$ cat src/rtl/ebb_pkg.sv
package ebb_pkg;
  localparam int unsigned CODE_W = 8;

  typedef enum logic [CODE_W-1:0] {
    EXC_NONE    = 8'd0,
    EXC_PM_EBB  = 8'd103,
    EXC_EXT_EBB = 8'd104
  } ebb_exc_e;

  typedef enum logic [1:0] {
    KIND_NONE = 2'd0,
    KIND_PM   = 2'd1,
    KIND_EXT  = 2'd2
  } ebb_kind_e;

  function automatic ebb_exc_e kind_to_code(ebb_kind_e k);
    case (k)
      KIND_PM:  return EXC_PM_EBB;
      KIND_EXT: return EXC_EXT_EBB;
      default:  return EXC_NONE;
    endcase
  endfunction
endpackage

$ cat src/rtl/ebb_rst_sync.sv
module ebb_rst_sync #(
  parameter int unsigned STAGES = 2
) (
  input  logic clk,
  input  logic rst_n,
  output logic rst_sync_n
);
  logic [STAGES-1:0] sync_q;
  logic [STAGES-1:0] sync_d;

  always_comb begin
    sync_d = {sync_q[STAGES-2:0], 1'b1};
  end

  always_ff @(posedge clk or negedge rst_n) begin
    if (!rst_n) sync_q <= '0;
    else        sync_q <= sync_d;
  end

  assign rst_sync_n = sync_q[STAGES-1];
endmodule

$ cat src/rtl/ebb_pend_latch.sv
module ebb_pend_latch (
  input  logic clk,
  input  logic rst_n,
  input  logic set_i,
  input  logic take_i,
  output logic pend_o
);
  logic pend_q;
  logic pend_d;
  logic pend_en;

  // A take clears the flag unless a new request arrives in the same cycle.
  always_comb begin
    pend_en = set_i | take_i;
    pend_d  = set_i;
  end

  always_ff @(posedge clk or negedge rst_n) begin
    if (!rst_n)       pend_q <= 1'b0;
    else if (pend_en) pend_q <= pend_d;
  end

  assign pend_o = pend_q;
endmodule

$ cat src/rtl/ebb_take_gate.sv
module ebb_take_gate
  import ebb_pkg::*;
(
  input  logic      pend_i,
  input  logic      user_i,
  input  logic      ge_i,
  input  logic      pm_occ_i,
  input  logic      ext_occ_i,
  output logic      take_o,
  output ebb_kind_e kind_o
);
  always_comb begin
    take_o = pend_i & user_i & ge_i;
    kind_o = KIND_NONE;
    if (take_o) begin
      if (pm_occ_i)       kind_o = KIND_PM;
      else if (ext_occ_i) kind_o = KIND_EXT;
    end
  end
endmodule

$ cat src/rtl/ebb_commit.sv
module ebb_commit
  import ebb_pkg::*;
#(
  parameter int unsigned STAT_W = 32,
  parameter int unsigned ADDR_W = 64,
  parameter int unsigned GE_BIT = 31
) (
  input  ebb_kind_e          kind_i,
  input  logic [STAT_W-1:0]  stat_i,
  input  logic [ADDR_W-1:0]  handler_i,
  input  logic [ADDR_W-1:0]  nia_i,
  output logic               fire_o,
  output logic [ADDR_W-1:0]  target_o,
  output logic [ADDR_W-1:0]  ret_data_o,
  output logic [STAT_W-1:0]  stat_wdata_o,
  output logic [CODE_W-1:0]  code_o
);
  localparam logic [STAT_W-1:0] GE_MASK = STAT_W'(1) << GE_BIT;

  always_comb begin
    fire_o       = (kind_i != KIND_NONE);
    target_o     = handler_i;
    ret_data_o   = nia_i;
    stat_wdata_o = stat_i & ~GE_MASK;
    code_o       = kind_to_code(kind_i);
  end
endmodule

$ cat src/rtl/ebb_delivery_unit.sv
module ebb_delivery_unit
  import ebb_pkg::*;
#(
  parameter int unsigned STAT_W  = 32,
  parameter int unsigned ADDR_W  = 64,
  parameter int unsigned GE_BIT  = 31,
  parameter int unsigned PMO_BIT = 0,
  parameter int unsigned EXO_BIT = 2
) (
  input  logic              clk,
  input  logic              rst_n,
  input  logic              evt_req_i,
  input  logic              user_mode_i,
  input  logic [STAT_W-1:0] stat_i,
  input  logic [ADDR_W-1:0] handler_i,
  input  logic [ADDR_W-1:0] nia_i,
  output logic              redirect_o,
  output logic [ADDR_W-1:0] target_o,
  output logic              ret_we_o,
  output logic [ADDR_W-1:0] ret_data_o,
  output logic              stat_we_o,
  output logic [STAT_W-1:0] stat_wdata_o,
  output logic [7:0]        exc_code_o
);
  logic      rst_sync_n;
  logic      pend;
  logic      take;
  logic      fire;
  ebb_kind_e kind;

  ebb_rst_sync #(.STAGES(2)) u_rst (
    .clk(clk), .rst_n(rst_n), .rst_sync_n(rst_sync_n)
  );

  ebb_pend_latch u_pend (
    .clk(clk), .rst_n(rst_sync_n),
    .set_i(evt_req_i), .take_i(take), .pend_o(pend)
  );

  ebb_take_gate u_gate (
    .pend_i(pend), .user_i(user_mode_i), .ge_i(stat_i[GE_BIT]),
    .pm_occ_i(stat_i[PMO_BIT]), .ext_occ_i(stat_i[EXO_BIT]),
    .take_o(take), .kind_o(kind)
  );

  ebb_commit #(.STAT_W(STAT_W), .ADDR_W(ADDR_W), .GE_BIT(GE_BIT)) u_commit (
    .kind_i(kind), .stat_i(stat_i), .handler_i(handler_i), .nia_i(nia_i),
    .fire_o(fire), .target_o(target_o), .ret_data_o(ret_data_o),
    .stat_wdata_o(stat_wdata_o), .code_o(exc_code_o)
  );

  assign redirect_o = fire;
  assign ret_we_o   = fire;
  assign stat_we_o  = fire;
endmodule

$ cat config.mk
export PLATFORM = sky130hd
export DESIGN_NAME = ebb_delivery_unit
export DESIGN_NICKNAME = d
export VERILOG_FILES = /design/src/rtl/ebb_pkg.sv /design/src/rtl/ebb_rst_sync.sv /design/src/rtl/ebb_pend_latch.sv /design/src/rtl/ebb_take_gate.sv /design/src/rtl/ebb_commit.sv /design/src/rtl/ebb_delivery_unit.sv
export SDC_FILE = /design/constraint.sdc
export NUM_CORES = 1
export LEC_CHECK = 0
export CAP_MARGIN = 20
export CORE_AREA = 2 2 131 133
export CTS_BUF_LIST = sky130_fd_sc_hd__clkbuf_16
export DETAILED_ROUTE_END_ITERATION = 10
export DIE_AREA = 0 0 133 135
export PLACE_DENSITY = 0.53
export SLEW_MARGIN = 20
export SYNTH_ARGS = -nofsm -noshare
export SYNTH_HDL_FRONTEND = slang
export SYNTH_SLANG_ARGS = --single-unit
$ cat constraint.sdc
create_clock -name clk -period 3.55 [get_ports clk]
set_input_delay 0.5325 -clock clk [delete_from_list [all_inputs] [get_ports clk]]
set_output_delay 0.5325 -clock clk [all_outputs]
set_load 0.05 [all_outputs]
Word-level counts from Yosys, hierarchy flattened. Cells that the tools add are included.

Bits in registers: 3. Input port bits: 164. Output and inout port bits: 171. Logic and storage cells: 12.

Equality and inequality tests: 2. Multiplexer cells: 4. Bitwise logic cells: 3. Reduce and logical (&&, ||, !) cells: 1.

Operators with widths (count): $pmux W7 S2 (1); $mux W2 (3); $and A1 B1 Y1 (2); $eq A2 B1 Y1 const B (1); $eq A2 B2 Y1 const B (1); $reduce_bool A2 Y1 (1); $or A1 B1 Y1 (1).

Logic depth before layout (Yosys ltp). Gate-level depths: netlist (run 1).

Depth in word-level cells: 5. Gate-level depth with buffers: 5. Mapped depth without buffers: 4.

Modules after synthesis. From an unflattened synthesis (run 1), not the netlist that was laid out.

Cells, all modules: 183. Area, all modules: 1423.9 um^2.

By module, submodules not included: ebb_commit (instances 1, cells an instance 172, area each 1291.2 um^2, seq. area each 0.0 um^2); ebb_rst_sync (instances 1, cells an instance 3, area each 53.8 um^2, seq. area each 50.0 um^2); ebb_pend_latch (instances 1, cells an instance 3, area each 36.3 um^2, seq. area each 25.0 um^2); ebb_take_gate (instances 1, cells an instance 3, area each 27.5 um^2, seq. area each 0.0 um^2); ebb_delivery_unit (instances 1, cells an instance 2, area each 15.0 um^2, seq. area each 0.0 um^2).

Worst setup path before layout (run 1). OpenSTA, ideal clock, no wires.

Path type: input -> output. From: input user_mode_i. To: output exc_code_o[6]. Data arrival time: 1614 ps. Required time: 3017 ps. Setup slack: 1404 ps. Stages on the path: 4. Buffers on the path: 1. Cells stage by stage: nand3_1 -> nand2b_1 -> ha_1 -> buf_4.

Cells in the longest elaborated chain, start to end: 5. Elaborated cells between the ends (all ways): 6. Classes of those cells: eq/ne (2); mux (2); bitwise (2).

Ends and longest elaborated chain: start, declared (RTL line ebb_delivery_unit.sv:13) `input logic user_mode_i,`; $and A1 B1 Y1 * (2 in a row) (RTL line ebb_take_gate.sv:13) `take_o = pend_i & user_i & ge_i;`; $mux W2 * (RTL line ebb_take_gate.sv:15) `if (take_o) begin`; $eq A2 B2 Y1 / $eq A2 B1 Y1 (equally long branches) (RTL line ebb_pkg.sv:17) `case (k)`; $pmux W7 S2 * (RTL line ebb_pkg.sv:17); end, declared (RTL line ebb_delivery_unit.sv:23) `output logic [7:0] exc_code_o`.

Mark *: on every way between the ends. The rest lies on a longest branch, timed or not.

Worst setup path in the final report (run 1).
From: input user_mode_i. To: output exc_code_o[1].

The elaborated chain is that of the path after synthesis.

==> run metrics, run 1 <==
status complete, no violations; Synth top cells by count 167 x buf_4, 3 x dfrtp_1, 3 x ha_1; top-area cell type share of the netlist area between 80 and 90%; largest net degree at the start of global routing 4; 1st-iter DRT viols 14; Filler Cells Inserted between 1500 and 2000; CTS tree yes; RSZ-0062 raised after global routing no; clock power share approximately 65%; GRT Overall Usage under 10%; CP max stage delay roughly 0.87 ns; Psw roughly 70 uW; R2R Path End u_pend.pend_o; Detail Route Antenna Nets 0; sequential fraction of design power about 14%; leak pwr roughly 0.21 nW; Initial DRT Pass Iterations 4; Starting Density about 8.7%; antenna violations before repair 0; clock skew ~0.002 ns; Post-Route WL 3613 um; critical path launch point user_mode_i; Worst Hold Class reg -> async; total vias in the final route 452; delay-heaviest family, CP buffers and inverters; Logic pwr share between 20% and 30%; max-cap violations 0; P_int between 150 and 200 uW; Die Ht 135 um; cell mode on critical path clkdlybuf4s50_1; CTS HTree Levels 1; Vias/cell around 1.7; post-detail-place hpwl roughly 3000 um; I/O Buffers 17; cell area after placement 616.8 um^2; Ys Warns 0; end point of the critical path exc_code_o[1]; n_diodes 0; Max-slew headroom around two thirds; critical path type in -> out; Worst-path clk slew 0.03 ns; Design Area, Final slightly below 700 um^2; Post-CTS Hold Fix Bufs 0; Wirelength per Cell between 10 and 15 um; worst-path cell chain clkdlybuf4s50_1, nand4_1, inv_1, ha_1, clkdlybuf4s50_1; r2r setup slk 2.89 ns; EDFF count, synth 0; Worst Max-Slew Pin Slew a little over 0.5 ns; global route total overflow 0; core area 16410 um^2; Pwr Density roughly 390 nW/um^2; Post-Syn Area per Cell slightly below 8 um^2; Post-CTS Resized 0; global-route wire length before repair roughly 4500 um; Row Count 47; Total Die Area around 18000 um^2; WP data arrival 2.47 ns; minimum clock period about 3 ns; layout cells sized above 1 12.50%; Critical Path RT ~3.0 ns; sw frac 25.94%; vias in the first global route 568; Fin. Hold Viols 0; Synth area leader buf_4; Netlist Area Pre-Place about 1400 um^2; period utilisation layout 84.59%; area grow syn2layout -51.10%; # nets final around 210; die width approximately 130 um; Most used DFF post-synth dfrtp_1; stages on the worst setup path 5; Longest Clk Path Bufs 2; TritonCTS Sinks 3; Root Buffer clkbuf_16; IR drop worst, VDD 0.2532 mV; Synth Instances between 150 and 200; DRC 0; Inst Count DP 256; clk_lat worst skew ~0.22 ns; crit path launch type input port; ranking of synthesized cells by area buf_4 88%, dfrtp_1 5.3%, ha_1 2.6%; worst-path fanout max 3; Seq/Total Area, Yosys ~5.3%; setup bufs post-CTS 0; Ports approximately 340; Placer Congestion 0.6240; final setup vio count 0; final std cells w/o fill 260; Slowest-stage cell, CP clkdlybuf4s50_1; Inserted Clock Buffers 3; FF-to-FF path depth 1; Yosys reg bits 3; cell with the most instances after synthesis buf_4; reg-to-reg startpoint u_pend.pend_o; Netlist cell types 11; asr flop ratio synth 100.0%; CP bufs+invs 3; Fin Setup TNS 0 ns; FMAX about 330 MHz; CP Capture Type output pin; max-slew violations 0
## area by class of cell
cell class                      instances  area (um^2)  share of cell area [%]
Tap cell                              220        275.3                   39.57
Timing Repair Buffer                   17        165.2                   23.74
Multi-Input combinational cell         14        93.84                   13.49
Sequential cell                         3        75.07                   10.79
Clock buffer                            3        75.07                   10.79
Inverter                                2        7.507                   1.079
Clock inverter                          1        3.754                  0.5396
## how the worst min path moves through the flow
stage	to	slack (ns)	cells after the start
after detailed placement	u_pend.pend_o	0.0005	0
after CTS	u_pend.pend_o	0.005	0
after global placement	u_pend.pend_o	-0.004	0
after global routing	u_pend.pend_o	0.01	0
after floorplan	u_pend.pend_o	-0.006	0
final	u_pend.pend_o	0.001	0
## sequential cells by signal, summed over array words and instances (netlist names)
signal,flops
u_rst.sync_q,2
u_pend.pend_o,1
## metal layers
layer | routed length [um] | GRT usage (%)
met3 | 1078 | 4.617
met5 | 0 | 0
met4 | 512 | 5.974
met2 | 1479 | 5.037
met1 | 542 | 1.583
## power by group through the flow
stage,combinational (mW),clock [mW],sequential (mW)
3_3_place_gp,0.0587,0,0.0376
5_1_grt,0.0608,0.181,0.0377
2_1_floorplan,0.521,0,0.0374
6_report,0.0576,0.175,0.0373
3_5_place_dp,0.0585,0,0.0377
4_1_cts,0.0588,0.178,0.0373
## through the flow
stage	util [%]	hold WS [ns]	setup WS (ns)	total power [mW]
after floorplan	-	-0.005663	1.404	0.5582
after global placement	3.760	-0.004373	0.5070	0.09630
after detailed placement	3.760	0.0005184	0.4947	0.09614
after CTS	4.240	0.005009	0.4952	0.2745
after global routing	4.240	0.01178	0.4135	0.2793
final	4.240	0.001012	0.5471	0.2700
## placed cells by master (no fill, tap or decap), drive strengths merged
master / count
clkdlybuf4s50: 15
inv: 3
nand3: 1
nor2b: 2
buf: 2
ha: 3
a21o: 1
nand2b: 1
clkbuf: 3
nand2: 1
nand4: 1
conb: 4
dfrtp: 3
## cells by family (layout without fill, tap and decap cells)
| group | Yosys count | count (layout) | share of synthesized area, % |
|---|---|---|---|
| fa+ha+maj | 3 | 3 | 2.639 |
| other cells | 2 | 4 | 0.5279 |
| flops | 3 | 3 | 5.277 |
| buf+inv | 169 | 23 | 88.65 |
| compound gates | 1 | 1 | 0.5279 |
| simple gates | 6 | 6 | 2.375 |
No activity file was read; power rests on OpenSTA's default activity.
==> run 2, diff against run 1 <==
--- a/config.mk
+++ b/config.mk
@@ -6,10 +6,10 @@
 export NUM_CORES = 1
 export LEC_CHECK = 0
 export CAP_MARGIN = 20
-export CORE_AREA = 2 2 131 133
+export CORE_AREA = 2 2 130 132
 export CTS_BUF_LIST = sky130_fd_sc_hd__clkbuf_16
 export DETAILED_ROUTE_END_ITERATION = 10
-export DIE_AREA = 0 0 133 135
+export DIE_AREA = 0 0 132 134
 export PLACE_DENSITY = 0.53
 export SLEW_MARGIN = 20
 export SYNTH_ARGS = -nofsm -noshare
==> constraint.sdc (replaced) <==
create_clock -name clk -period 3 [get_ports clk]
set_input_delay 0.45 -clock clk [delete_from_list [all_inputs] [get_ports clk]]
set_output_delay 0.45 -clock clk [all_outputs]
set_load 0.05 [all_outputs]
==> run 2 against run 1 <==
- the run now ends with hold timing left
- flip-flop and latch count is the same
- non-clock buffer count is the same
- combinational power grew 19%
- utilization is essentially flat
- sequential share of layout area grew 0.078 points
- via count shrank 2.4%
- register-to-register slack lost 0.54 ns
- clock power grew 18%
- die area shrank 1.5%
- largest power group unchanged
==> run metrics, run 2 (same netlist as run 1, synthesis figures left out) <==
status finished with violations; failing checks hold timing; GRT Overall Usage 3.495% (-0.22 points); Total Die Area 17690 um^2 (-1.5%); DRC 0 (unchanged); largest net degree at the start of global routing 4 (unchanged); minimum clock period around 2.3 ns; WP data arrival 1.83 ns (-0.64 ns); most frequent cells in the layout 8 x clkdlybuf4s50_1, 8 x buf_4, 4 x conb_1; CTS HTree Levels 1 (unchanged); core area 16290 um^2 (-0.72%); Detail Route Antenna Nets 0 (unchanged); Ports 335 (unchanged); die width 132 um (-0.75%); r2r setup slk 2.35 ns (-0.54 ns); leak pwr 0.2232 nW (+7.6%); global-route wire length before repair 4077 um (-8.7%); Inst Count DP 256 (unchanged); Inserted Clock Buffers 3 (unchanged); Longest Clk Path Bufs 2 (unchanged); met3 Use GR 3.968% (-0.65 points); R2R Path End u_pend.pend_o; 1st-iter DRT viols 4 (-10); crit path launch type input port; RSZ-0062 raised after global routing no; Fin Setup TNS 0 ns (unchanged); worst-path fanout max 3 (unchanged); Die Ht 134 um (-0.74%); Filler Cells Inserted 1941 (+0.57%); FMAX between 400 and 500 MHz; clock skew 0.001025 ns (-0.001013 ns); worst-path cell chain clkdlybuf4s50_1, nand3_1, nand2b_1, ha_1, inv_1, buf_4; met2 Usage GRT 5.469% (+0.43 points); Largest Register u_rst.sync_q; Post-Route WL 3340 um (-7.6%); area of the multi-input gates 93.84 um^2 (unchanged); Pwr Density 461.0 nW/um^2 (+19%); CP Capture Type output pin; FF/Latch Area 75.07 um^2 (unchanged); critical path type in -> out; Slowest-stage cell, CP clkdlybuf4s50_1; Placer Congestion 0.5512 (-12%); max-slew violations 0 (unchanged); layout cells sized above 1 30.00% (+18 points); setup bufs post-CTS 0 (unchanged); period utilisation layout about 76%; CP max stage delay 0.50 ns (-0.37 ns); FF-to-FF path depth 1 (unchanged); Min Hold Slack -0.001076 ns (-0.002089 ns); global route total overflow 0 (unchanged); Post-CTS Resized 0 (unchanged); clk_lat worst skew 0.22 ns (about the same); reg-to-reg startpoint u_pend.pend_o; Critical Path RT 2.55 ns (-0.47 ns); final std cells w/o fill 260 (unchanged); IR drop worst, VDD 0.5303 mV (+110%); Vias/cell 1.696 (-2.4%); antenna violations before repair 0 (unchanged); Starting Density 8.733% (+0.063 points); I/O Buffers 17 (unchanged); Row Count 47 (unchanged); Post-CTS Hold Fix Bufs 0 (unchanged); Wirelength per Cell 12.85 um (-7.6%); final setup vio count 0 (unchanged); Max-slew headroom 63.03% (-3.3 points); GRT met1 Usage 1.323% (-0.26 points); area grow syn2layout -51.45%; n_diodes 0 (unchanged); # nets final 208 (unchanged); CTS tree yes; vias in the first global route 523 (-7.9%); Fin. Hold Viols 1 (+1); GRT Max-Usage Layer met2; Initial DRT Pass Iterations 2 (-2); Worst Max-Slew Pin Slew 0.5528 ns (+0.04879 ns); Root Buffer clkbuf_16; TritonCTS Sinks 3 (unchanged); Largest register FFs 2 (unchanged); max-cap violations 0 (unchanged); total vias in the final route 441 (-2.4%); Worst Hold Class reg -> async; Worst-path clk slew 0.03 ns (about the same)
[run 2: cell count changes in the layout (fill, tap and decap cells not counted)]
cell	change
buf_12	+1
clkdlybuf4s50_1	-7
buf_4	+6
[run 2: metrics by stage]
stage / hold WS, ns / util, % / setup WS, ns / instance area [um^2] / total power [mW]
detailed placement: -0.001225 / 3.756 / 0.6546 / 611.8 / 0.1150
global route: 0.01562 / 4.240 / 0.5614 / 690.7 / 0.3309
floorplan: -0.005663 / - / 1.019 / 1430 / 0.6605
finish: -0.001076 / 4.240 / 0.7236 / 690.7 / 0.3184
CTS: 0.001101 / 4.240 / 0.6546 / 690.7 / 0.3215
global placement: -0.001421 / 3.756 / 0.6938 / 611.8 / 0.1147
[run 2: how the worst max path moves through the flow]
stage           startpoint             to  depth (start not counted)
2_1_floorplan  user_mode_i  exc_code_o[6]                          4
5_1_grt         stat_i[31]      stat_we_o                          6
3_5_place_dp    stat_i[31]      stat_we_o                          6
6_report        stat_i[31]     redirect_o                          6
3_3_place_gp    stat_i[31]     redirect_o                          6
4_1_cts         stat_i[31]      stat_we_o                          6
[run 2: critical path, delay by kind of cell]
kind / cells / cell delay (ns)
simple gates: 2 / 0.27
fa+ha+maj: 1 / 0.23
buf+inv: 3 / 0.87
[run 2: report_power, final]
part | switching [mW] | internal [mW] | total, mW
Combinational | 0.0466 | 0.0221 | 0.0687
Sequential | 0.00100 | 0.0430 | 0.0440
Clock | 0.0340 | 0.172 | 0.206
Total | 0.0816 | 0.237 | 0.318
[run 2: routing by layer]
layer / part of all wire, % / routed length (um) / vias up
li1: - / - / 94
met1: 14 / 464 / 129
met2: 46 / 1541 / 154
met3: 28 / 941 / 64
met4: 12 / 392 / 0
met5: 0 / 0 / -
[run 2: cell type report]
| class | instances | area share (%) |
|---|---|---|
| clock inverters | 1 | 0.5435 |
| flip-flops and latches | 3 | 10.87 |
| multi-input cells | 14 | 13.59 |
| well taps | 220 | 39.86 |
| inverters | 2 | 1.087 |
| clock buffers | 3 | 10.87 |
| repair buffers | 17 | 23.19 |
==> run 3, diff against run 2 <==
==> constraint.sdc (replaced) <==
create_clock -name clk -period 2.37 [get_ports clk]
set_input_delay 0.3555 -clock clk [delete_from_list [all_inputs] [get_ports clk]]
set_output_delay 0.3555 -clock clk [all_outputs]
set_load 0.05 [all_outputs]
==> run 3 against run 2 <==
- the run still ends with hold timing left
- global-route usage increased by 0.13 points
- routed wire length grew 1.3%
- die area did not move
- via count grew 0.68%
- first-iteration DRC count grew to 2.5 times the previous value
- critical endpoint is now ret_we_o
- largest cell class unchanged
- largest power group unchanged
- highest routed layer unchanged
==> run metrics, run 3 (same netlist as run 1, synthesis figures left out) <==
global-route wire length before repair 4222 um (+3.6%); area of the multi-input gates 93.84 um^2 (unchanged); setup bufs post-CTS 0 (unchanged); area grow syn2layout -44.59%; # nets final 208 (unchanged); DRC 0 (unchanged); crit path launch type input port; max-slew violations 0 (unchanged); CTS HTree Levels 1 (unchanged); critical path launch point stat_i[31]; failing checks hold timing; WP data arrival 1.77 ns (-0.06 ns); Vias/cell 1.708 (+0.68%); post-place setup slack 0.2004 ns (-0.4542 ns); minimum clock period approximately 2.1 ns; r2r setup slk 1.72 ns (-0.63 ns); Detail Route Antenna Nets 0 (unchanged); end point of the critical path ret_we_o; global route total overflow 0 (unchanged); antenna violations before repair 0 (unchanged); status finished with violations; Placer Congestion 0.5660 (+2.7%); I/O Buffers 17 (unchanged); Slowest-stage cell, CP clkdlybuf4s50_1; FF/Latch Area 75.07 um^2 (unchanged); reg-to-reg startpoint u_pend.pend_o; stages on the worst setup path 6 (unchanged); vias in the first global route 525 (+0.38%); critical path type in -> out; CP bufs+invs 3 (unchanged); CP Capture Type output pin; most frequent cells in the layout 9 x buf_12, 7 x clkdlybuf4s50_1, 4 x conb_1; Starting Density 8.733% (unchanged); Post-Route WL 3384 um (+1.3%); core area 16290 um^2 (unchanged); Longest Clk Path Bufs 2 (unchanged); worst-path cell chain clkdlybuf4s50_1, nand3_1, nand2b_1, ha_1, inv_1, buf_12; GRT Overall Usage 3.623% (+0.13 points); Worst Max-Slew Pin Slew 0.5032 ns (-0.04958 ns); n_diodes 0 (unchanged); Initial DRT Pass Iterations 4 (+2); worst-path fanout max 3 (unchanged); Filler Cells Inserted 1939 (-0.10%); Min Hold Slack -0.0006111 ns (+0.0004650 ns); Worst-path clk slew 0.03 ns (about the same); clock skew 0.0005580 ns (-0.0004668 ns); clk_lat worst skew 0.22 ns (about the same); Largest register FFs 2 (unchanged); die width 132 um (unchanged); Total Die Area 17690 um^2 (unchanged); setup ws final 0.2479 ns (-0.4757 ns); Critical Path RT 2.01 ns (-0.54 ns); total vias in the final route 444 (+0.68%); TritonCTS Sinks 3 (unchanged); Fin Setup TNS 0 ns (unchanged); layout cells sized above 1 32.50% (+2.5 points); delay-heaviest family, CP buffers and inverters; largest net degree at the start of global routing 4 (unchanged); leak pwr 0.2488 nW (+11%); CTS tree yes; Post-CTS Hold Fix Bufs 0 (unchanged); final setup vio count 0 (unchanged); Largest Register u_rst.sync_q; Max-slew headroom 66.35% (+3.3 points); CP max stage delay 0.50 ns (about the same); Wirelength per Cell 13.02 um (+1.3%); post-detail-place hpwl between 2000 and 3000 um; most common cell after layout, fill and taps aside buf_12; RSZ-0062 raised after global routing no; Ports 335 (unchanged); R2R Path End u_pend.pend_o; FMAX 471.2 MHz; 1st-iter DRT viols 10 (+6); FF-to-FF path depth 1 (unchanged); period utilisation layout between 80 and 90%; Die Ht 134 um (unchanged); Row Count 47 (unchanged); Pwr Density 542.0 nW/um^2 (+18%); IR drop worst, VDD 0.6756 mV (+27%); Inserted Clock Buffers 3 (unchanged); Post-CTS Resized 0 (unchanged); Root Buffer clkbuf_16; Worst Hold Class reg -> async; max-cap violations 0 (unchanged); Fin. Hold Viols 1 (unchanged); fin util 4.839% (+0.60 points)
## run 3: worst min-delay path by stage
stage	cells after the start	start	to	slack [ns]
CTS	0	u_rst.sync_q[1]	u_pend.pend_o	0.002
finish	0	u_rst.sync_q[1]	u_pend.pend_o	-0.0006
global placement	0	u_rst.sync_q[1]	u_pend.pend_o	-0.002
detailed placement	0	u_rst.sync_q[1]	u_pend.pend_o	-0.0002
floorplan	0	u_rst.sync_q[1]	u_pend.pend_o	-0.006
global route	0	u_rst.sync_q[1]	u_pend.pend_o	0.008
## run 3: area by class of cell
type / instances / area share [%]
Clock inverter: 1 / 0.4762
Timing Repair Buffer: 17 / 32.70
Inverter: 2 / 0.9524
Clock buffer: 3 / 9.524
Multi-Input combinational cell: 14 / 11.90
Sequential cell: 3 / 9.524
Tap cell: 220 / 34.92
## run 3: stage by stage
stage | hold slack, ns | instance area [um^2] | std cells | total power [mW]
after detailed placement | -0.0002110 | 709.4 | 256 | 0.1647
after global routing | 0.008201 | 788.3 | 260 | 0.4457
after CTS | 0.002245 | 788.3 | 260 | 0.4339
after global placement | -0.001934 | 709.4 | 256 | 0.1645
final | -0.0006111 | 788.3 | 260 | 0.4272
after floorplan | -0.005663 | 1430 | 186 | 0.8361
## run 3: metal layers
metal  global-route usage, %  wire [um]
met2                   4.774       1408
met1                   1.277        417
met4                   6.703        519
met3                   4.573       1038
met5                       0          0
## run 3: report_power, final
group          switching [mW]  internal [mW]  total, mW
Combinational          0.0620         0.0439      0.106
Sequential            0.00134         0.0545     0.0558
Clock                  0.0478          0.218      0.265
